## src/rtl/sec_pkg.sv

```systemverilog
package sec_pkg;

    typedef enum logic [2:0] {
        MODE_OFF     = 3'd0,
        MODE_QA      = 3'd1,
        MODE_QB      = 3'd2,
        MODE_QAB     = 3'd3,
        MODE_RESTART = 3'd4,
        MODE_GATE    = 3'd5,
        MODE_START   = 3'd6,
        MODE_EXTCLK  = 3'd7
    } sec_mode_e;

    typedef enum logic [2:0] {
        ST_OFF,
        ST_PASSIVE,
        ST_ARMED,
        ST_RUNNING,
        ST_ENCODE
    } sec_state_e;

endpackage

```

## src/rtl/sec_sync.sv

```systemverilog
module sec_sync #(
    parameter int WIDTH  = 3,
    parameter int STAGES = 2
) (
    input  logic             clk,
    input  logic             rst_n,
    input  logic [WIDTH-1:0] din,
    output logic [WIDTH-1:0] cur,
    output logic [WIDTH-1:0] prev
);
    // STAGES flops of synchronizer plus one flop kept for edge detection
    logic [WIDTH-1:0] pipe [STAGES+1];

    for (genvar g = 0; g <= STAGES; g++) begin : g_stage
        if (g == 0) begin : g_first
            always_ff @(posedge clk or negedge rst_n) begin
                if (!rst_n) pipe[g] <= '0;
                else        pipe[g] <= din;
            end
        end else begin : g_next
            always_ff @(posedge clk or negedge rst_n) begin
                if (!rst_n) pipe[g] <= '0;
                else        pipe[g] <= pipe[g-1];
            end
        end
    end

    assign cur  = pipe[STAGES-1];
    assign prev = pipe[STAGES];
endmodule

```

## src/rtl/sec_trig_path.sv

```systemverilog
module sec_trig_path #(
    parameter int PSC_W = 2
) (
    input  logic             clk,
    input  logic             rst_n,
    input  logic             lvl_cur,
    input  logic             lvl_prev,
    input  logic             invert,
    input  logic [PSC_W-1:0] psc,
    output logic             lvl,
    output logic             rise_div
);
    localparam int CNT_W = (1 << PSC_W) - 1;

    logic [CNT_W-1:0] cnt_q;
    logic [CNT_W-1:0] limit;
    logic             rise_raw;
    logic             pass;

    assign lvl      = lvl_cur ^ invert;
    assign rise_raw = lvl & ~(lvl_prev ^ invert);
    assign limit    = CNT_W'((32'd1 << psc) - 32'd1);
    // ">=" recovers at once if the code is lowered mid-count
    assign pass     = (cnt_q >= limit);
    assign rise_div = rise_raw & pass;

    always_ff @(posedge clk or negedge rst_n) begin
        if (!rst_n)        cnt_q <= '0;
        else if (rise_raw) cnt_q <= pass ? '0 : cnt_q + CNT_W'(1);
    end
endmodule

```

## src/rtl/sec_quad.sv

```systemverilog
module sec_quad (
    input  logic       a_cur,
    input  logic       a_prev,
    input  logic       b_cur,
    input  logic       b_prev,
    input  logic [1:0] inv,
    input  logic       use_a,
    input  logic       use_b,
    output logic       step,
    output logic       down
);
    logic a, pa, b, pb, ea, eb;

    assign a  = a_cur  ^ inv[0];
    assign pa = a_prev ^ inv[0];
    assign b  = b_cur  ^ inv[1];
    assign pb = b_prev ^ inv[1];
    assign ea = a ^ pa;
    assign eb = b ^ pb;

    // a double change carries no direction information and is dropped
    assign step = ~(ea & eb) & ((ea & use_a) | (eb & use_b));
    assign down = ea ? (a == b) : (a != b);
endmodule

```

## src/rtl/slave_enc_ctrl.sv

```systemverilog
module slave_enc_ctrl
    import sec_pkg::*;
#(
    parameter int SYNC_STAGES = 2,
    parameter int PSC_W       = 2
) (
    input  logic             clk,
    input  logic             rst_n,
    input  logic [2:0]       mode_sel,
    input  logic             trg_in,
    input  logic             trg_invert,
    input  logic [PSC_W-1:0] trg_psc,
    input  logic             ch_a,
    input  logic             ch_b,
    input  logic [1:0]       ch_invert,
    output logic             cnt_en,
    output logic             cnt_dir,
    output logic             cnt_reset,
    output logic             cnt_start,
    output logic             trig_evt
);
    sec_mode_e  mode;
    sec_state_e st_q, st_d;
    logic [2:0] s_cur, s_prev;
    logic       t_lvl, t_rise;
    logic       q_step, q_down, dir_q;
    logic       use_a, use_b;

    assign mode  = sec_mode_e'(mode_sel);
    assign use_a = (mode == MODE_QA) || (mode == MODE_QAB);
    assign use_b = (mode == MODE_QB) || (mode == MODE_QAB);

    sec_sync #(.WIDTH(3), .STAGES(SYNC_STAGES)) sync_i (
        .clk (clk), .rst_n (rst_n),
        .din ({trg_in, ch_b, ch_a}),
        .cur (s_cur), .prev (s_prev)
    );

    sec_trig_path #(.PSC_W(PSC_W)) trig_i (
        .clk (clk), .rst_n (rst_n),
        .lvl_cur (s_cur[2]), .lvl_prev (s_prev[2]),
        .invert (trg_invert), .psc (trg_psc),
        .lvl (t_lvl), .rise_div (t_rise)
    );

    sec_quad quad_i (
        .a_cur (s_cur[0]), .a_prev (s_prev[0]),
        .b_cur (s_cur[1]), .b_prev (s_prev[1]),
        .inv (ch_invert), .use_a (use_a), .use_b (use_b),
        .step (q_step), .down (q_down)
    );

    // state register
    always_ff @(posedge clk or negedge rst_n) begin
        if (!rst_n) st_q <= ST_OFF;
        else        st_q <= st_d;
    end

    // next state
    always_comb begin
        st_d = st_q;
        unique case (mode)
            MODE_OFF:                   st_d = ST_OFF;
            MODE_QA, MODE_QB, MODE_QAB: st_d = ST_ENCODE;
            MODE_START: begin
                if (st_q == ST_ARMED)        st_d = t_rise ? ST_RUNNING : ST_ARMED;
                else if (st_q != ST_RUNNING) st_d = ST_ARMED;
            end
            default:                    st_d = ST_PASSIVE;
        endcase
    end

    // held encoder direction
    always_ff @(posedge clk or negedge rst_n) begin
        if (!rst_n)                   dir_q <= 1'b0;
        else if (st_q != ST_ENCODE)   dir_q <= 1'b0;
        else if (q_step)              dir_q <= q_down;
    end

    // outputs
    always_comb begin
        cnt_en    = 1'b0;
        cnt_reset = 1'b0;
        cnt_start = 1'b0;
        trig_evt  = 1'b0;
        cnt_dir   = (st_q == ST_ENCODE && q_step) ? q_down : dir_q;
        unique case (st_q)
            ST_OFF: ;
            ST_PASSIVE: begin
                trig_evt = t_rise;
                if (mode == MODE_RESTART) begin
                    cnt_en    = 1'b1;
                    cnt_reset = t_rise;
                end else if (mode == MODE_GATE) begin
                    cnt_en = t_lvl;
                end else if (mode == MODE_EXTCLK) begin
                    cnt_en = t_rise;
                end
            end
            ST_ARMED: begin
                trig_evt  = t_rise;
                cnt_start = t_rise && (mode == MODE_START);
            end
            ST_RUNNING: begin
                cnt_en   = 1'b1;
                trig_evt = t_rise;
            end
            ST_ENCODE: cnt_en = q_step;
            default: ;
        endcase
    end

    assert_off_quiet_R1: assert property (@(posedge clk) disable iff (!rst_n)
        (mode == MODE_OFF && $stable(mode_sel)) |-> !(cnt_en || cnt_reset || cnt_start || trig_evt));

    assert_reset_single_R3: assert property (@(posedge clk) disable iff (!rst_n)
        cnt_reset |=> !cnt_reset);

    assert_restart_start_excl_R3: assert property (@(posedge clk) disable iff (!rst_n)
        $onehot0({cnt_reset, cnt_start}));

    assert_start_runs_R5: assert property (@(posedge clk) disable iff (!rst_n)
        (cnt_start && mode == MODE_START) |=> (cnt_en || mode != MODE_START));

    assert_start_once_R5: assert property (@(posedge clk) disable iff (!rst_n)
        cnt_start |=> !cnt_start);

    assert_ext_tick_R6: assert property (@(posedge clk) disable iff (!rst_n)
        (cnt_en && st_q == ST_PASSIVE && mode == MODE_EXTCLK) |=> (!cnt_en || !$stable(mode_sel)));

    assert_enc_no_trig_R9: assert property (@(posedge clk) disable iff (!rst_n)
        (st_q == ST_ENCODE) |-> !(trig_evt || cnt_reset || cnt_start));

    assert_double_change_R12: assert property (@(posedge clk) disable iff (!rst_n)
        (st_q == ST_ENCODE && s_cur[0] != s_prev[0] && s_cur[1] != s_prev[1]) |-> !cnt_en);
endmodule

```

## config.mk

```make
export PLATFORM = sky130hd
export DESIGN_NAME = slave_enc_ctrl
export DESIGN_NICKNAME = d
export VERILOG_FILES = /design/src/rtl/sec_pkg.sv /design/src/rtl/sec_sync.sv /design/src/rtl/sec_trig_path.sv /design/src/rtl/sec_quad.sv /design/src/rtl/slave_enc_ctrl.sv
export SDC_FILE = /design/constraint.sdc
export NUM_CORES = 1
export LEC_CHECK = 0
export ABC_AREA = 1
export ABC_CLOCK_PERIOD_IN_PS = 1700
export BUFFER_PORTS_ARGS = -buffer_cell sky130_fd_sc_hd__buf_2
export CAP_MARGIN = 0
export CORE_MARGIN = 5
export CORE_UTILIZATION = 45
export DETAILED_ROUTE_END_ITERATION = 7
export GPL_TIMING_DRIVEN = 0
export PLACE_DENSITY = 0.69
export SYNTH_ARGS = -nofsm -noshare
export SYNTH_HDL_FRONTEND = slang
export SYNTH_HIERARCHICAL = 1
export SYNTH_SLANG_ARGS = --single-unit
```

## constraint.sdc

```tcl
create_clock -name clk -period 1.7 [get_ports clk]
set_clock_uncertainty 0.2 [all_clocks]
set_input_delay 0.085 -clock clk [delete_from_list [all_inputs] [get_ports clk]]
set_output_delay 0.085 -clock clk [all_outputs]
set_load 0.01 [all_outputs]
```

# ---- Word level (Yosys, flattened, before mapping)
# Cells that the tools add are included.
dict set report op_classes {
  addsub 2
  order_cmp 1
  n_eq_ne 16
  n_shift 1
  muxes 17
  bitwise 17
  n_reduce_logical 8
}
# cell n
set ops {}
lappend ops {{3-bit equality test (second input constant)} 5}
lappend ops {{3-bit by 2-bit equality test with 1-bit output (second input constant)} 4}
lappend ops {{1-bit two-way mux} 12}
lappend ops {{3-bit two-way mux} 3}
lappend ops {{3-bit one-hot mux with 3 select lines} 1}
lappend ops {{1-bit bitwise XOR} 8}
lappend ops {{1-bit AND} 6}
lappend ops {{3-bit by 1-bit equality test with 1-bit output (second input constant)} 2}
lappend ops {{3-bit inequality test (second input constant)} 2}
lappend ops {{3-bit OR reduction} 2}
lappend ops {{3-bit by 1-bit adder with 3-bit output (second input constant)} 1}
lappend ops {{3-bit greater-or-equal comparator} 1}
lappend ops {{3-bit zero test} 1}
lappend ops {{3-bit by 2-bit inequality test with 1-bit output (second input constant)} 1}
lappend ops {{1-bit one-hot mux with 3 select lines} 1}
lappend ops {{1-bit by 2-bit << shifter with 3-bit output (first input constant)} 1}
lappend ops {{3-bit by 1-bit subtractor with 3-bit output (second input constant)} 1}
lappend ops {{1-bit logical AND} 2}
lappend ops {{1-bit logical OR} 2}
lappend ops {{1-bit NOT} 2}
lappend ops {{2-bit nonzero test} 1}
lappend ops {{1-bit equality test} 1}
lappend ops {{1-bit inequality test} 1}
lappend ops {{1-bit bitwise OR} 1}
dict set report word_totals {
  regBits 16
  inputBits 13
  output_inout_bits 5
}

# ---- Depth between registers and ports, before layout
dict set report depth {
  word_depth 8
  depth_mapped 14
  ltp_nobuf 14
}

# ---- Modules after synthesis
# The synthesis kept the hierarchy.
# module n_inst cells_each area_per_inst_um2 seq_area_each_um2
set modules_own_cells {}
lappend modules_own_cells {slave_enc_ctrl 1 50 297.8 100.1}
lappend modules_own_cells {sec_trig_path 1 41 294.0 75.1}
lappend modules_own_cells {sec_sync 1 15 270.3 225.2}
lappend modules_own_cells {sec_quad 1 38 165.2 0.0}

# ---- Worst setup path after synthesis
# OpenSTA, ideal clock, no wires.
dict set report synth_timing {
  path_kind {reg-to-output}
  startpoint {reg trig_i.cnt_q[2]}
  endpoint {out cnt_en}
  arrival_time_ns 1.384
  t_required_ns 1.415
  setup_slack_ns 0.031
  path_stages_with_launch 12
  path_cell_list {dfrtp_1 -> ha_1 -> a21oi_1 -> nand2_1 -> nand2_1 -> inv_1 -> inv_1 -> nand2_1 -> nand2_1 -> nand2_1 -> nand2_1 -> nand2_1}
}
dict set report synth_between {
  elab_chain_len 6
}
# element line_no
set synth_lines {}
lappend synth_lines {{start, declared} sec_trig_path.sv:15} ;# logic [CNT_W-1:0] cnt_q;
lappend synth_lines {{start signal, assigned} sec_trig_path.sv:29} ;# else if (rise_raw) cnt_q <= pass ? '0 : cnt_q + CNT_W'(1);
lappend synth_lines {{3-bit greater-or-equal comparator} sec_trig_path.sv:24} ;# assign pass = (cnt_q >= limit);
lappend synth_lines {{1-bit AND} sec_trig_path.sv:25} ;# assign rise_div = rise_raw & pass;
lappend synth_lines {{named net t_rise} slave_enc_ctrl.sv:25} ;# logic t_lvl, t_rise;
lappend synth_lines {{1-bit two-way mux} slave_enc_ctrl.sv:96} ;# end else if (mode == MODE_EXTCLK) begin
lappend synth_lines {{1-bit two-way mux} slave_enc_ctrl.sv:94} ;# end else if (mode == MODE_GATE) begin
lappend synth_lines {{1-bit two-way mux} slave_enc_ctrl.sv:91} ;# if (mode == MODE_RESTART) begin
lappend synth_lines {{1-bit one-hot mux with 3 select lines} slave_enc_ctrl.sv:87} ;# unique case (st_q)
lappend synth_lines {{end, declared} slave_enc_ctrl.sv:16} ;# output logic cnt_en,
# The timed path passes the listed nets, and every way through them passes these cells.

# ---- Worst setup path in the final report
# Ends and elaborated chain as after synthesis.

==> flow_summary.ini <==
[power]
clockPowerShare_pct = 16.7
p_seq_share_pct = 30.6
cellInternalPower_w = 0.0009898
netSwitchingPower_w = 0.0005110
max-vdd-ir-drop_mv = 0.8972
total_power_w = 0.001501
power_frac_comb_pct = 52.7
swShare_pct = 34.05
leakage_nw = 0.8628
p_per_area_mw_per_mm2 = 997.9

[timing]
finalHoldViolations = 0
final.setup.tns_ns = -1.806
setup_ws_ns = -0.3511
min_period_over_period_pct = 120.7
worstMarginPinSlew_ns = 0.3614
finalCriticalPeriod_ns = 2.051
fin_hold_ws_ns = 0.02088
relSlewSlack_pct = 75.91
setup_violations = 7
rsz0062_at_grt = true
clock.fmax_mhz = 487.5
drv_slew = 0

[die]
die_y_um = 57.78
start_util_pct = 46.89
core-area_mm2 = 0.002191
io_pins = 18
die_w_um = 57.78
rows = 17
dieArea_mm2 = 0.003339

[worst_setup_path]
critPathLaunchType = flip-flop
end_kind = output pin
criticalPathCategory = flip-flop to output pin
critPathRequiredTime_ns = 1.41
cp_data_arrival_time_ns = 1.77
crit_fanout = 3

[detailed_routing]
wire_per_inst_um = 11.17
drt_first_pass_iters = 4
viasPerCell = 4.601
final_antenna_net_count = 0
via_count = 1003
finalWirelength_mm = 2.436
drt_iter0_markers = 28
route.detailed.drc = 0

[logic_synthesis]
synth_area_per_cell_um2 = 7.134
ys_types = 19
synth_seq_area_share_pct = 38.98
synthArstFlopShare_pct = 100.0
synthFlopType = dfrtp_1
yosysWarnings = 6
ys_seq_elements = 16
syn_nets = 161
synth_edf_count = 0
synth_cells = 144
synth_area_mm2 = 0.001027

[clocking]
clk_latency_ns = 0.28
cts_root_buf = clkbuf_4
cts_made_buffers = 3
clock-sinks = 16
clk_pin_slew_ns = 0.09
cts_tree = yes
clock_path_buffers = 2
h-tree-depth = 1

[global_route]
grt_pass1_vias = 1000
grt_max_degree = 17
antenna_found_initial = 0
busiest_layer = met2
grt_usage_pct = 15.42
use_met3_pct = 3.786
grt.overflow.total = 0
grt_use_met1_pct = 17.24
grt_util_met2_pct = 29.03
grt_pass1_wl_mm = 4.057

[place]
post-place-ws_ns = -0.2071
dp.final_hpwl_mm = 1.487
placed_area_mm2 = 0.001147
portBuffers = 17
routabilityCongestion = 0.8930

[layout]
final_nets = 208
most-common-layout-cells = nand2_1, buf_4, inv_1
antenna_cells = 0
area_growth_pct = 46.41
fillCellCount = 181
drive_gt1_share_pct = 42.11
stdcell_area_mm2 = 0.001504
final_common_cell = nand2_1

[hold_path]
hold_class = input port to flip-flop

[status]
failed_checks = negative setup slack
status = finished, violations left

[job]
drv_cap = 0
==> through the flow <==
stage,utilization [%],cells
after CTS,66.31,215
after detailed placement,52.37,189
after global placement,52.37,189
after global routing,68.65,218
final,68.65,218
after floorplan,-,144
==> kinds of logic after synthesis <==
| logic type | share of synthesized area (%) |
|---|---|
| and+or+nand+nor | 35.57 |
| DFF | 38.98 |
| xor gates and xnor gates | 4.264 |
| AOI/OAI and AO/OA | 1.340 |
| adders and majority gates | 4.872 |
| buffers and inverters | 14.98 |
==> critical path, cell delays in order, from the launching register on <==
cell	delay, ns
dfrtp_1	0.42
ha_4	0.27
a21oi_4	0.18
nand2_2	0.09
nand2_2	0.07
inv_2	0.04
inv_2	0.04
nand2_1	0.04
nand2_1	0.05
nand2_1	0.05
nand2_1	0.06
nand2_1	0.05
buf_2	0.13
==> final cells by class <==
cell class                 instances  area (µm²)  share of cell area, %
buffer                             6       52.55                  3.494
sequential                        16       400.4                  26.62
multi-input combinational         93       578.1                  38.44
timing repair buffer              42       292.8                  19.47
clock buffer                       4       36.28                  2.413
inverter                          29       108.9                  7.238
tap                               28       35.03                  2.329
==> routing by layer <==
layer | up-vias | part of all wire (%)
met5 | - | 0
met1 | 457 | 42
met2 | 28 | 51
li1 | 516 | -
met4 | 0 | 0.41
met3 | 2 | 6.9
==> synthesized netlist by cell type (2+ instances only) <==
cell,instances,area [µm²]
nand2_1,52,195.2
xnor2_1,2,17.52
xor2_1,3,26.28
nor2_1,11,41.29
buf_4,6,45.04
nand4_1,2,12.51
nand3_2,2,20.02
inv_1,24,90.09
nand3_1,9,45.04
ha_1,4,50.05
dfrtp_1,16,400.4
nand2_2,2,12.51
inv_2,5,18.77
==> path summary, 6_finish.rpt <==
kind | from | to | slack, ns | cells after the start
max | trig_i/cnt_q[2]$_DFFE_PN0P_ | cnt_en | -0.35 | 12
min | mode_sel[0] | st_q[0]$_DFFE_PN0P_ | 0.02 | 5
max reg2reg | trig_i/cnt_q[2]$_DFFE_PN0P_ | trig_i/cnt_q[0]$_DFFE_PN0P_ | -0.24 | 9
min reg2reg | sync_i/pipe[7]$_DFF_PN0_ | sync_i/cur[1]$_DFF_PN0_ | 0.16 | 0
max in group asynchronous | rst_n | sync_i/prev[2]$_DFF_PN0_ | 1.00 | 2
min in group asynchronous | rst_n | sync_i/pipe[7]$_DFF_PN0_ | 0.03 | 2
==> flip-flops by register name, summed over array words and instances, names as in the netlist <==
| name | flops |
|---|---|
| sync_i/prev | 3 |
| sync_i/pipe | 3 |
| sync_i/cur | 3 |
| trig_i/cnt_q | 3 |
| st_q | 3 |
| dir_q | 1 |
==> power groups by stage <==
stage / registers [W] / logic, W / clock network, W
3_5_place_dp: 0.000469 / 0.000326 / 0
3_3_place_gp: 0.000468 / 0.000307 / 0
6_report: 0.000459 / 0.000791 / 0.000251
4_1_cts: 0.000456 / 0.000677 / 0.000262
5_1_grt: 0.000462 / 0.000867 / 0.000289
2_1_floorplan: 0.000461 / 0.000247 / 0
==> timing repair <==
action                     CTS  global route
setup endpoints to repair    6             7
buffers inserted            14             3
gates resized for setup     17             9
pin swaps                   10            16
hold endpoints to repair    22             0
hold buffers                 8             0
No activity file was read; power rests on OpenSTA's default activity.
